==> config.mk <==
export PLATFORM = sky130hd
export DESIGN_NAME = uart_ctl_irq
export DESIGN_NICKNAME = d
export VERILOG_FILES = /design/src/rtl/uart_ctl_pkg.sv /design/src/rtl/uart_ctl_cfg.sv /design/src/rtl/uart_rx_buf.sv /design/src/rtl/uart_tx_hold.sv /design/src/rtl/uart_irq_gen.sv /design/src/rtl/uart_ctl_irq.sv
export SDC_FILE = /design/constraint.sdc
export NUM_CORES = 1
export LEC_CHECK = 0
export ABC_CLOCK_PERIOD_IN_PS = 2580
export BUFFER_PORTS_ARGS = -buffer_cell sky130_fd_sc_hd__buf_2
export CAP_MARGIN = 20
export CORE_MARGIN = 2
export CORE_UTILIZATION = 44
export DETAILED_ROUTE_END_ITERATION = 12
export HOLD_SLACK_MARGIN = 0.15
export PLACE_DENSITY = 0.69
export REMOVE_ABC_BUFFERS = 1
export SETUP_SLACK_MARGIN = 0.05
export SYNTH_ARGS = -nofsm -noshare
export SYNTH_HDL_FRONTEND = slang
export SYNTH_SLANG_ARGS = --single-unit
==> constraint.sdc <==
create_clock -name clk -period 2.58 [get_ports clk]
set_clock_uncertainty 0.1 [all_clocks]
set_input_delay 0.516 -clock clk [delete_from_list [all_inputs] [get_ports clk]]
set_output_delay 0.516 -clock clk [all_outputs]
set_load 0.01 [all_outputs]
==> src/rtl/uart_ctl_pkg.sv <==
package uart_ctl_pkg;

    localparam int CFG_W    = 8;
    localparam int EN_BIT   = 0;
    localparam int THR_BIT  = 1;
    localparam int TXE_BIT  = 4;
    localparam int RXF_BIT  = 5;
    localparam int ERR_BIT  = 6;

    typedef struct packed {
        logic err_en;
        logic full_en;
        logic txe_en;
        logic two_thr;
        logic uart_en;
    } cfg_t;

endpackage

==> src/rtl/uart_ctl_cfg.sv <==
module uart_ctl_cfg
    import uart_ctl_pkg::*;
(
    input  logic             clk,
    input  logic             rst_n,
    input  logic             cfg_we,
    input  logic [CFG_W-1:0] cfg_wdata,
    output cfg_t             cfg_o,
    output logic [CFG_W-1:0] cfg_rdata,
    output logic             xfer_active
);

    cfg_t cfg_d, cfg_q;
    logic unused_rsvd;

    assign unused_rsvd = ^{cfg_wdata[7], cfg_wdata[3:2]};

    always_comb begin
        cfg_d = cfg_q;
        if (cfg_we) begin
            cfg_d.err_en  = cfg_wdata[ERR_BIT];
            cfg_d.full_en = cfg_wdata[RXF_BIT];
            cfg_d.txe_en  = cfg_wdata[TXE_BIT];
            cfg_d.two_thr = cfg_wdata[THR_BIT];
            cfg_d.uart_en = cfg_wdata[EN_BIT];
        end
    end

    always_ff @(posedge clk or negedge rst_n) begin
        if (!rst_n) cfg_q <= '0;
        else        cfg_q <= cfg_d;
    end

    // Read-back: reserved positions stay zero.
    always_comb begin
        cfg_rdata          = '0;
        cfg_rdata[ERR_BIT] = cfg_q.err_en;
        cfg_rdata[RXF_BIT] = cfg_q.full_en;
        cfg_rdata[TXE_BIT] = cfg_q.txe_en;
        cfg_rdata[THR_BIT] = cfg_q.two_thr;
        cfg_rdata[EN_BIT]  = cfg_q.uart_en;
    end

    // A write clearing the enable takes effect on traffic in the same cycle.
    assign xfer_active = cfg_q.uart_en & ~(cfg_we & ~cfg_wdata[EN_BIT]);
    assign cfg_o       = cfg_q;

endmodule

==> src/rtl/uart_rx_buf.sv <==
module uart_rx_buf #(
    parameter int DATA_W = 8,
    parameter int DEPTH  = 2,
    localparam int CNT_W = $clog2(DEPTH + 1),
    localparam int PTR_W = $clog2(DEPTH)
) (
    input  logic              clk,
    input  logic              rst_n,
    input  logic              active,
    input  logic              load,
    input  logic [DATA_W-1:0] load_data,
    input  logic              pop,
    output logic [DATA_W-1:0] head,
    output logic [CNT_W-1:0]  cnt_q_o,
    output logic [CNT_W-1:0]  cnt_d_o,
    output logic              overrun
);

    typedef struct packed {
        logic [DEPTH-1:0][DATA_W-1:0] mem;
        logic [PTR_W-1:0]             rd_ptr;
        logic [PTR_W-1:0]             wr_ptr;
        logic [CNT_W-1:0]             cnt;
    } rx_state_t;

    rx_state_t st_d, st_q;
    logic      is_full, do_pop, do_load;

    function automatic logic [PTR_W-1:0] ptr_next(input logic [PTR_W-1:0] p);
        return (p == PTR_W'(DEPTH - 1)) ? '0 : p + 1'b1;
    endfunction

    always_comb begin
        st_d    = st_q;
        is_full = (st_q.cnt == CNT_W'(DEPTH));
        do_pop  = active & pop & (st_q.cnt != '0);
        do_load = active & load & (~is_full | do_pop);
        overrun = active & load & is_full & ~do_pop;

        if (do_pop) begin
            st_d.rd_ptr = ptr_next(st_q.rd_ptr);
        end
        if (do_load) begin
            st_d.mem[st_q.wr_ptr] = load_data;
            st_d.wr_ptr           = ptr_next(st_q.wr_ptr);
        end
        st_d.cnt = st_q.cnt + CNT_W'(do_load) - CNT_W'(do_pop);

        if (!active) begin
            st_d.cnt    = '0;
            st_d.rd_ptr = '0;
            st_d.wr_ptr = '0;
        end
    end

    always_ff @(posedge clk or negedge rst_n) begin
        if (!rst_n) st_q <= '0;
        else        st_q <= st_d;
    end

    assign head    = st_q.mem[st_q.rd_ptr];
    assign cnt_q_o = st_q.cnt;
    assign cnt_d_o = st_d.cnt;

endmodule

==> src/rtl/uart_tx_hold.sv <==
module uart_tx_hold #(
    parameter int DATA_W = 8
) (
    input  logic              clk,
    input  logic              rst_n,
    input  logic              active,
    input  logic              push,
    input  logic [DATA_W-1:0] push_data,
    input  logic              shifter_ready,
    output logic              full,
    output logic              start,
    output logic [DATA_W-1:0] shift_data,
    output logic              handoff
);

    typedef struct packed {
        logic              full;
        logic [DATA_W-1:0] data;
        logic              start;
        logic [DATA_W-1:0] shift_data;
    } tx_state_t;

    tx_state_t st_d, st_q;

    always_comb begin
        st_d       = st_q;
        handoff    = active & st_q.full & shifter_ready;
        st_d.start = handoff;
        if (handoff) begin
            st_d.shift_data = st_q.data;
            st_d.full       = 1'b0;
        end
        if (active && push && (!st_q.full || handoff)) begin
            st_d.full = 1'b1;
            st_d.data = push_data;
        end
        if (!active) begin
            st_d.full = 1'b0;
        end
    end

    always_ff @(posedge clk or negedge rst_n) begin
        if (!rst_n) st_q <= '0;
        else        st_q <= st_d;
    end

    assign full       = st_q.full;
    assign start      = st_q.start;
    assign shift_data = st_q.shift_data;

endmodule

==> src/rtl/uart_irq_gen.sv <==
module uart_irq_gen #(
    parameter int CNT_W = 2
) (
    input  logic             clk,
    input  logic             rst_n,
    input  logic             active,
    input  logic             err_en,
    input  logic             full_en,
    input  logic             txe_en,
    input  logic             two_thr,
    input  logic [CNT_W-1:0] cnt_q,
    input  logic [CNT_W-1:0] cnt_d,
    input  logic             overrun,
    input  logic             err_evt,
    input  logic             handoff,
    output logic             irq_err,
    output logic             irq_full,
    output logic             irq_txe
);

    typedef struct packed {
        logic err_prev;
        logic err;
        logic full;
        logic txe;
    } irq_state_t;

    irq_state_t st_d, st_q;
    logic [CNT_W-1:0] thr;

    always_comb begin
        thr           = two_thr ? CNT_W'(2) : CNT_W'(1);
        st_d          = st_q;
        st_d.err_prev = err_evt;
        // Crossing the threshold upward is the only trigger.
        st_d.full     = active & full_en & (cnt_q < thr) & (cnt_d >= thr);
        st_d.err      = active & err_en & ((err_evt & ~st_q.err_prev) | overrun);
        st_d.txe      = txe_en & handoff;
    end

    always_ff @(posedge clk or negedge rst_n) begin
        if (!rst_n) st_q <= '0;
        else        st_q <= st_d;
    end

    assign irq_err  = st_q.err;
    assign irq_full = st_q.full;
    assign irq_txe  = st_q.txe;

endmodule

==> src/rtl/uart_ctl_irq.sv <==
module uart_ctl_irq
    import uart_ctl_pkg::*;
#(
    parameter int DATA_W   = 8,
    parameter int RX_DEPTH = 2,
    localparam int CNT_W   = $clog2(RX_DEPTH + 1)
) (
    input  logic              clk,
    input  logic              rst_n,
    input  logic              cfg_we,
    input  logic [CFG_W-1:0]  cfg_wdata,
    output logic [CFG_W-1:0]  cfg_rdata,
    input  logic              rx_load,
    input  logic [DATA_W-1:0] rx_load_data,
    input  logic              rx_pop,
    output logic [DATA_W-1:0] rx_head,
    output logic [CNT_W-1:0]  rx_count,
    input  logic              rx_err_evt,
    input  logic              tx_push,
    input  logic [DATA_W-1:0] tx_push_data,
    output logic              tx_full,
    input  logic              shifter_ready,
    output logic              tx_start,
    output logic [DATA_W-1:0] tx_shift_data,
    output logic              irq_rx_err,
    output logic              irq_rx_full,
    output logic              irq_tx_empty
);

    cfg_t             cfg;
    logic             active;
    logic [CNT_W-1:0] cnt_next;
    logic             overrun;
    logic             handoff;
    logic             unused_en;

    assign unused_en = cfg.uart_en;

    uart_ctl_cfg u_cfg (
        .clk         (clk),
        .rst_n       (rst_n),
        .cfg_we      (cfg_we),
        .cfg_wdata   (cfg_wdata),
        .cfg_o       (cfg),
        .cfg_rdata   (cfg_rdata),
        .xfer_active (active)
    );

    uart_rx_buf #(.DATA_W(DATA_W), .DEPTH(RX_DEPTH)) u_rx (
        .clk       (clk),
        .rst_n     (rst_n),
        .active    (active),
        .load      (rx_load),
        .load_data (rx_load_data),
        .pop       (rx_pop),
        .head      (rx_head),
        .cnt_q_o   (rx_count),
        .cnt_d_o   (cnt_next),
        .overrun   (overrun)
    );

    uart_tx_hold #(.DATA_W(DATA_W)) u_tx (
        .clk           (clk),
        .rst_n         (rst_n),
        .active        (active),
        .push          (tx_push),
        .push_data     (tx_push_data),
        .shifter_ready (shifter_ready),
        .full          (tx_full),
        .start         (tx_start),
        .shift_data    (tx_shift_data),
        .handoff       (handoff)
    );

    uart_irq_gen #(.CNT_W(CNT_W)) u_irq (
        .clk      (clk),
        .rst_n    (rst_n),
        .active   (active),
        .err_en   (cfg.err_en),
        .full_en  (cfg.full_en),
        .txe_en   (cfg.txe_en),
        .two_thr  (cfg.two_thr),
        .cnt_q    (rx_count),
        .cnt_d    (cnt_next),
        .overrun  (overrun),
        .err_evt  (rx_err_evt),
        .handoff  (handoff),
        .irq_err  (irq_rx_err),
        .irq_full (irq_rx_full),
        .irq_txe  (irq_tx_empty)
    );

endmodule

Word level (Yosys, flattened, before mapping)
Index checks and enable logic that the tools add are counted.

word-level totals
  logic and storage cells = 75
  flip-flop bits (word level) = 47
  input bits = 32

operators by class
  $add $sub $neg = 4
  reductions and logical operators = 6
  equal/unequal tests = 4
  bitwise gates (word level) = 24
  multiplexer cells = 14
  magnitude comparators = 5

operator list
  cell                 count
  $mux 8               3
  $and 1x1->1          17
  $bwmux 16            1
  $mux 9               1
  $demux 8 s1          1
  $mux 1               6
  $not 1->1            5
  $lt 1x2->1 const B   2
  $mux 4               1
  $ne 2x2->1 const B   2
  $logic_and 1x1->1    3
  $ne 3x3->1 const B   1
  $add 1x1->1 const B  2
  $add 2x1->2          1
  $eq 2x2->1 const B   1
  $ge 2x2->1           1
  $lt 2x2->1           1
  $mux 2               1
  $or 1x1->1           2
  $reduce_bool 2->1    1
  $sub 2x1->2          1
  $ge 1x1->1 const B   1
  $logic_not 1->1      1
  $logic_or 1x1->1     1

Longest topological paths before layout
Gate-level depths: netlist of run 1.

  depth in word-level cells = 13
  mapped depth = 14
  depth with buffers taken out = 12

Modules after synthesis
From an unflattened synthesis of run 1, not the netlist that was laid out.

unflattened totals
  cells, all modules = 158
  area total of the unflattened synthesis = 2227.1 um2

modules (own cells, without submodules)
  module        times used  cells each  area an instance (um2)
  uart_rx_buf   1           68          979.7
  uart_tx_hold  1           49          764.5
  uart_ctl_cfg  1           22          286.5
  uart_irq_gen  1           19          196.4

Least setup slack after synthesis of run 1
OpenSTA, ideal clock, no wires.

  kind = input -> register
  from = input cfg_we
  to = register u_irq.st_q, in the netlist u_irq.irq_full
  setup time = 0.129 ns
  setup slack = -0.161 ns
  required time = 2.351 ns
  stages on the path = 14
  data arrival time = 2.512 ns
  cells stage by stage = buf_2 -> nand2b_2 -> buf_6 -> nand2_1 -> nor2_1 -> ha_1 -> inv_1 -> ha_1 -> xor2_1 -> and2_2 -> nor3_1 -> ha_1 -> a21oi_1 -> nor3_1

RTL lines
  element                 RTL line            source
  start: declaration      uart_ctl_irq.sv:10  input logic cfg_we,
  end signal: assignment  uart_irq_gen.sv:43  else st_q <= st_d;
  end: declaration        uart_irq_gen.sv:28  irq_state_t st_d, st_q;

==> results of run 1 <==
[placed cells by master (no fill, tap or decap), drive strengths merged]
| master | instances |
|---|---|
| nand2b | 3 |
| xor2 | 2 |
| nor2 | 4 |
| and2 | 2 |
| ha | 5 |
| mux2 | 43 |
| bufinv | 1 |
| nand3 | 1 |
| nand4 | 3 |
| clkbuf | 6 |
| buf | 66 |
| nand3b | 1 |
| nor3b | 2 |
| or3b | 1 |
| inv | 8 |
| nor2b | 1 |
| conb | 3 |
| o21ai | 5 |
| or3 | 1 |
| a21oi | 4 |
| nand2 | 3 |
| and4b | 1 |
| dfrtp | 47 |
| dlygate4sd3 | 1 |
| nor3 | 3 |
[registers in the layout, indices dropped and copies added (netlist names)]
signal / cells
u_rx.st_q: 18
u_tx.shift_data: 8
u_tx.st_q: 8
u_cfg.cfg_o: 5
u_rx.cnt_q_o: 2
u_irq.irq_err: 1
u_irq.irq_full: 1
u_irq.irq_txe: 1
u_irq.st_q: 1
u_tx.full: 1
u_tx.start: 1
[kinds of logic after synthesis]
family          share of synthesized area (%)
buf+inv                                  8.68
other cells                             0.172
mux                                      23.6
compound gates                           2.07
fa+ha+maj                                2.88
xor+xnor                                0.805
simple gates                             7.71
flops                                    54.1
[area by class of cell]
type	instances	area, µm²
fillers	417	2170
clock buffers	6	72.6
flip-flops and latches	47	1180
well taps	67	83.8
clock inverters	1	30.0
repair buffers	67	365
multi-input cells	88	823
inverters	8	30.0
[routing by layer]
layer / part of all wire, % / track usage [%] / vias up / wire length [µm]
met5: 0 / 0 / - / 0
met2: 49 / 22.9 / 37 / 1770
met1: 43 / 16.9 / 659 / 1560
li1: - / - / 646 / -
met3: 6.3 / 5.42 / 7 / 228
met4: 1.9 / 6.55 / 0 / 70
[power by group through the flow]
stage / Combinational [µW] / Sequential (µW) / Clock, µW
CTS: 550 / 1020 / 535
global route: 592 / 1040 / 562
detailed placement: 546 / 1030 / 0
finish: 540 / 1020 / 516
global placement: 534 / 1030 / 0
floorplan: 299 / 1060 / 0
[stage by stage]
| stage | worst slack (ps) | setup TNS, ps |
|---|---|---|
| 4_1_cts | 130 | 0 |
| 6_report | 279 | 0 |
| 3_5_place_dp | -92.3 | -92.3 |
| 3_3_place_gp | -51.8 | -51.8 |
| 2_1_floorplan | -48.0 | -48.0 |
| 5_1_grt | 139 | 0 |
[repair_timing]
item,4_1_cts,5_1_grt
resized for setup,0,2
hold endpoints to repair,22,0
setup endpoints to repair,0,1
hold buffers,1,0
[path summary, 6_finish.rpt]
path	from	endpoint	slack, ps	cells after the start
setup / recovery	u_rx.cnt_q_o[1]	u_irq.irq_full	280	11
hold / removal	rx_err_evt	u_irq.st_q[3]	230	1
setup reg to reg	u_rx.cnt_q_o[1]	u_irq.irq_full	280	11
hold reg to reg	u_tx.st_q[12]	u_tx.shift_data[3]	400	1
max in group asynchronous	rst_n	u_tx.st_q[12]	1140	3
min in group asynchronous	rst_n	u_rx.st_q[10]	610	2
==> results.sh, run 1 <==
export IMPL_p_leak_uw=0.00130
export IMPL_critPathMaxStageDelay_ps=380
export IMPL_min_period_ps=2300
export IMPL_ant_nets=0
export IMPL_synthArstFlopShare_pct=100
export IMPL_antenna_found_initial=0
export IMPL_pwr_share_seq_pct=49.1
export IMPL_ys_types=28
export IMPL_post_synth_top_area_cell="dfrtp_1"
export IMPL_synth_cells=162
export IMPL_dieArea_mm2=0.00552
export IMPL_fin_nets=254
export IMPL_gp_congestion=0.773
export IMPL_grt_max_degree=25
export IMPL_max_slew_margin_rel_pct=63.4
export IMPL_synth_seq_cells=47
export IMPL_p_sw_uw=545
export IMPL_layout_drive_gt1_share_pct=55.8
export IMPL_path_max_fanout=2
export IMPL_p_clk_share_pct=24.9
export IMPL_htree_levels=2
export IMPL_grt_ovfl_total=0
export IMPL_post_drt_wl_per_cell_um=12.8
export IMPL_synth_avg_cell_area_um2=13.4
export IMPL_die_w_um=74.3
export IMPL_core_area_mm2=0.00475
export IMPL_crit_slowest_cell="dfrtp_1"
export IMPL_switching_share_pct=26.3
export IMPL_vdd_ir_drop_worst_mv=0.403
export IMPL_rsz0062_at_grt="false"
export IMPL_total_power_uw=2070
export IMPL_vias=1349
export IMPL_via_per_inst=4.75
export IMPL_yosysWarnings=0
export IMPL_initial_core_util_pct=45.8
export IMPL_numCtsBuffers=5
export IMPL_cts_root_buf="clkbuf_8"
export IMPL_syn_area_mm2=0.00218
export IMPL_synthFlopType="dfrtp_1"
export IMPL_endpoint_kind="flop"
export IMPL_die_h_um=74.3
export IMPL_syn2layout_area_growth_pct=18.6
export IMPL_cp_common_cell="ha_1"
export IMPL_utilization_pct=54.3
export IMPL_insertion_delay_ps=290
export IMPL_internal_power_uw=1530
export IMPL_report_final_hold_viol_count=0
export IMPL_ys_seq_area_share_pct=54.1
export IMPL_crit_required_ps=2670
export IMPL_maxCapViolations=0
export IMPL_finalMaxSlewViolations=0
export IMPL_yosys_top_cells_area="dfrtp_1 (54%), mux2_2 (18%), buf_4 (5.9%), mux2_4 (5.5%), ha_1 (2.9%)"
export IMPL_cp_data_arrival_time_ps=2390
export IMPL_status="completed"
export IMPL_drtIter0Drc=35
export IMPL_path_class="reg -> reg"
export IMPL_max_freq_ghz=0.435
export IMPL_grt_pass1_wl_um=5740
export IMPL_antennaDiodeCount=0
export IMPL_tightestPinTransition_ps=548
export IMPL_pin_count=63
export IMPL_period_share_pct=89.2
export IMPL_rows=25
export IMPL_path_delay_family="adder cells"
export IMPL_placed_area_mm2=0.00246
export IMPL_hp_class="in -> reg"
export IMPL_synthTopCellsByCount="dfrtp_1 (47), mux2_2 (35), buf_4 (17)"
export IMPL_path_clk_slew_ps=80
export IMPL_setup_viol=0
export IMPL_p_per_area_mw_per_mm2=804
export IMPL_critical_path_buf_inv_count=1
export IMPL_dp_cells=276
export IMPL_track_usage_pct=14.2
export IMPL_worst_hold_slack_ps=231
export IMPL_cts_buffer_depth=2
export IMPL_drt_pre_antenna_iters=4
export IMPL_combPwrFrac_pct=26.0
export IMPL_crit_path_start_kind="flop"
export IMPL_grt_pass1_vias=1279
export IMPL_dp_hpwl_um=2700
export IMPL_io_buffer_count=56
export IMPL_cts_setup_buffers=0
export IMPL_postRouteWirelength_um=3620
export IMPL_yosysMostFrequentCell="dfrtp_1"
export IMPL_clock_sinks=47
export IMPL_drc_errors=0
export IMPL_final_area_mm2=0.00258
export IMPL_cts_tree="done"
export IMPL_yosysTopAreaCellShare_pct=54.1
export IMPL_final_cells=284
export IMPL_synth_edff_count=0
export IMPL_path_cells="o21ai_1 > nor2_1 > ha_1 > inv_1 > ha_1 > xor2_1 > and2_2 > nor3_2 > ha_1 > a21oi_1 > nor3_1"
No activity file was read; power rests on OpenSTA's default activity.
==> run 2: changes to the inputs <==
Settings changed: CORE_ASPECT_RATIO set to 0.75, CORE_UTILIZATION 44 to 46, PLACE_DENSITY 0.69 to 0.76.
==> run 2 against run 1 <==
Effect of this change: flip-flop and latch count stayed put; utilization is 2.5 points higher; via count down 0.96%; sequential share of layout area increased by 0.49 points; count of clock-buffer cells in the layout did not move; first-iteration DRC count is 46% lower; clock power shrank 15%; wire length up 6.2%; sequential power is essentially flat; non-clock buffer count is the same; combinational power increased by 0.9%; global-route usage rose by 2.6 points; largest power group unchanged; highest routed layer unchanged.
==> results.sh, run 2 (synthesis results as in run 1) <==
export IMPL_reg2reg_slack_ps=250
export IMPL_path_max_fanout=2
export IMPL_rows=21
export IMPL_top_usage_layer="met2"
export IMPL_p_per_area_mw_per_mm2=788
export IMPL_largest_reg_flops=18
export IMPL_postRouteWirelength_um=3850
export IMPL_final_area_mm2=0.00255
export IMPL_htree_levels=2
export IMPL_dieArea_mm2=0.00530
export IMPL_vdd_ir_drop_worst_mv=0.457
export IMPL_worst_r2r_cell_count=11
export IMPL_final_cells=274
export IMPL_track_usage_pct=16.8
export IMPL_cp_data_arrival_time_ps=2410
export IMPL_max_slew_margin_rel_pct=62.5
export IMPL_total_power_uw=2010
export IMPL_timing_rr_end="u_irq.irq_full"
export IMPL_die_w_um=83.4
export IMPL_antennaDiodeCount=0
export IMPL_cts_tree="done"
export IMPL_period_share_pct=90.1
export IMPL_insertion_delay_ps=280
export IMPL_final_common_cell="buf_2"
export IMPL_rsz0062_at_grt="false"
export IMPL_report_final_hold_viol_count=0
export IMPL_vias=1336
export IMPL_min_period_ps=2330
export IMPL_tightestPinTransition_ps=561
export IMPL_core_area_mm2=0.00449
export IMPL_crit_path_start_kind="flop"
export IMPL_min_to="u_irq.st_q[3]"
export IMPL_gr_usage_met1_pct=22.2
export IMPL_top_register="u_rx.st_q"
export IMPL_utilization_pct=56.8
export IMPL_antenna_found_initial=0
export IMPL_pin_count=63
export IMPL_cts_buffer_depth=2
export IMPL_cts_root_buf="clkbuf_8"
export IMPL_status="completed"
export IMPL_max_freq_ghz=0.430
export IMPL_finalMaxSlewViolations=0
export IMPL_path_clk_slew_ps=80
export IMPL_grt_use_met2_pct=25.9
export IMPL_ant_nets=0
export IMPL_p_leak_uw=0.00130
export IMPL_grt_ovfl_total=0
export IMPL_crit_required_ps=2660
export IMPL_endpoint_kind="flop"
export IMPL_initial_core_util_pct=48.4
export IMPL_layout_drive_gt1_share_pct=56.2
export IMPL_grt_max_degree=21
export IMPL_post_drt_wl_per_cell_um=14.0
export IMPL_hp_class="in -> reg"
export IMPL_layout_common_cells="buf_2 (56), dfrtp_1 (47), mux2_2 (35), buf_4 (10)"
export IMPL_min_path_cells=1
export IMPL_maxCapViolations=0
export IMPL_die_h_um=63.6
export IMPL_grt_pass1_wl_um=7040
export IMPL_drt_pre_antenna_iters=4
export IMPL_via_per_inst=4.88
export IMPL_path_class="reg -> reg"
export IMPL_gr_usage_met3_pct=7.34
export IMPL_fin_nets=254
export IMPL_gp_congestion=0.759
export IMPL_setup_viol=0
export IMPL_clock_sinks=47
export IMPL_numCtsBuffers=5
export IMPL_syn2layout_area_growth_pct=17.4
export IMPL_hold_path_startpoint="rx_err_evt"
export IMPL_drtIter0Drc=19
export IMPL_io_buffer_count=56
export IMPL_r2r_start="u_rx.cnt_q_o[1]"
export IMPL_placed_area_mm2=0.00245
export IMPL_dp_cells=266
export IMPL_grt_pass1_vias=1538
export IMPL_dp_hpwl_um=2910
export IMPL_drc_errors=0
run 2: critical path, cell delays in order (launching register included):
cell,delay [ps]
dfrtp_1,390
o21ai_1,200
nor2_1,60
ha_1,270
inv_1,40
ha_1,190
xor2_1,170
and2_2,200
nor3_2,140
ha_1,270
a21oi_1,130
nor3_1,60
run 2: area by class of cell:
type | instances | area, µm²
well taps | 57 | 71.3
repair buffers | 67 | 365
clock inverters | 1 | 5.00
clock buffers | 6 | 82.6
multi-input cells | 88 | 823
inverters | 8 | 30.0
fillers | 398 | 1940
flip-flops and latches | 47 | 1180
run 2: report_power, final:
group          total [µW]  internal, µW  leakage (µW)  switching (µW)
logic                 545           315      0.000671             230
registers            1030           930      0.000579            97.9
clock network         440           211     0.0000470             229
total                2010          1460       0.00130             557
run 2: repair_timing:
| action | CTS | global route |
|---|---|---|
| setup buffers | 0 | 0 |
| endpoints found under the hold margin | 9 | 0 |
| setup endpoints to repair | 0 | 1 |
| hold buffers | 1 | 0 |
| gates resized for setup | 0 | 2 |
run 2: worst max path at each step:
| stage | start | end | slack [ps] | cells past startpoint |
|---|---|---|---|---|
| 2_1_floorplan | cfg_wdata[0] | u_irq.irq_full | -50 | 12 |
| 3_3_place_gp | cfg_wdata[0] | u_irq.irq_full | -40 | 13 |
| 3_5_place_dp | cfg_wdata[0] | u_irq.irq_full | -130 | 13 |
| 4_1_cts | u_rx.cnt_q_o[1] | u_irq.irq_full | 90 | 11 |
| 5_1_grt | u_rx.cnt_q_o[1] | u_irq.irq_full | 70 | 11 |
| 6_report | u_rx.cnt_q_o[1] | u_irq.irq_full | 250 | 11 |
run 2: metal layers:
metal	share of wire [%]	routed length, µm	up-vias
li1	-	-	642
met2	44	1670	45
met4	0.60	23	0
met1	48	1840	645
met3	8.1	313	4
met5	0	0	-
run 2: through the flow:
| step | hold WS (ps) | setup WS (ps) | setup TNS (ps) |
|---|---|---|---|
| finish | 240 | 255 | 0 |
| global route | 229 | 72.1 | 0 |
| CTS | 232 | 94.5 | 0 |
| detailed placement | 299 | -130 | -130 |
| global placement | 298 | -39.9 | -39.9 |
| floorplan | 120 | -48.0 | -48.0 |
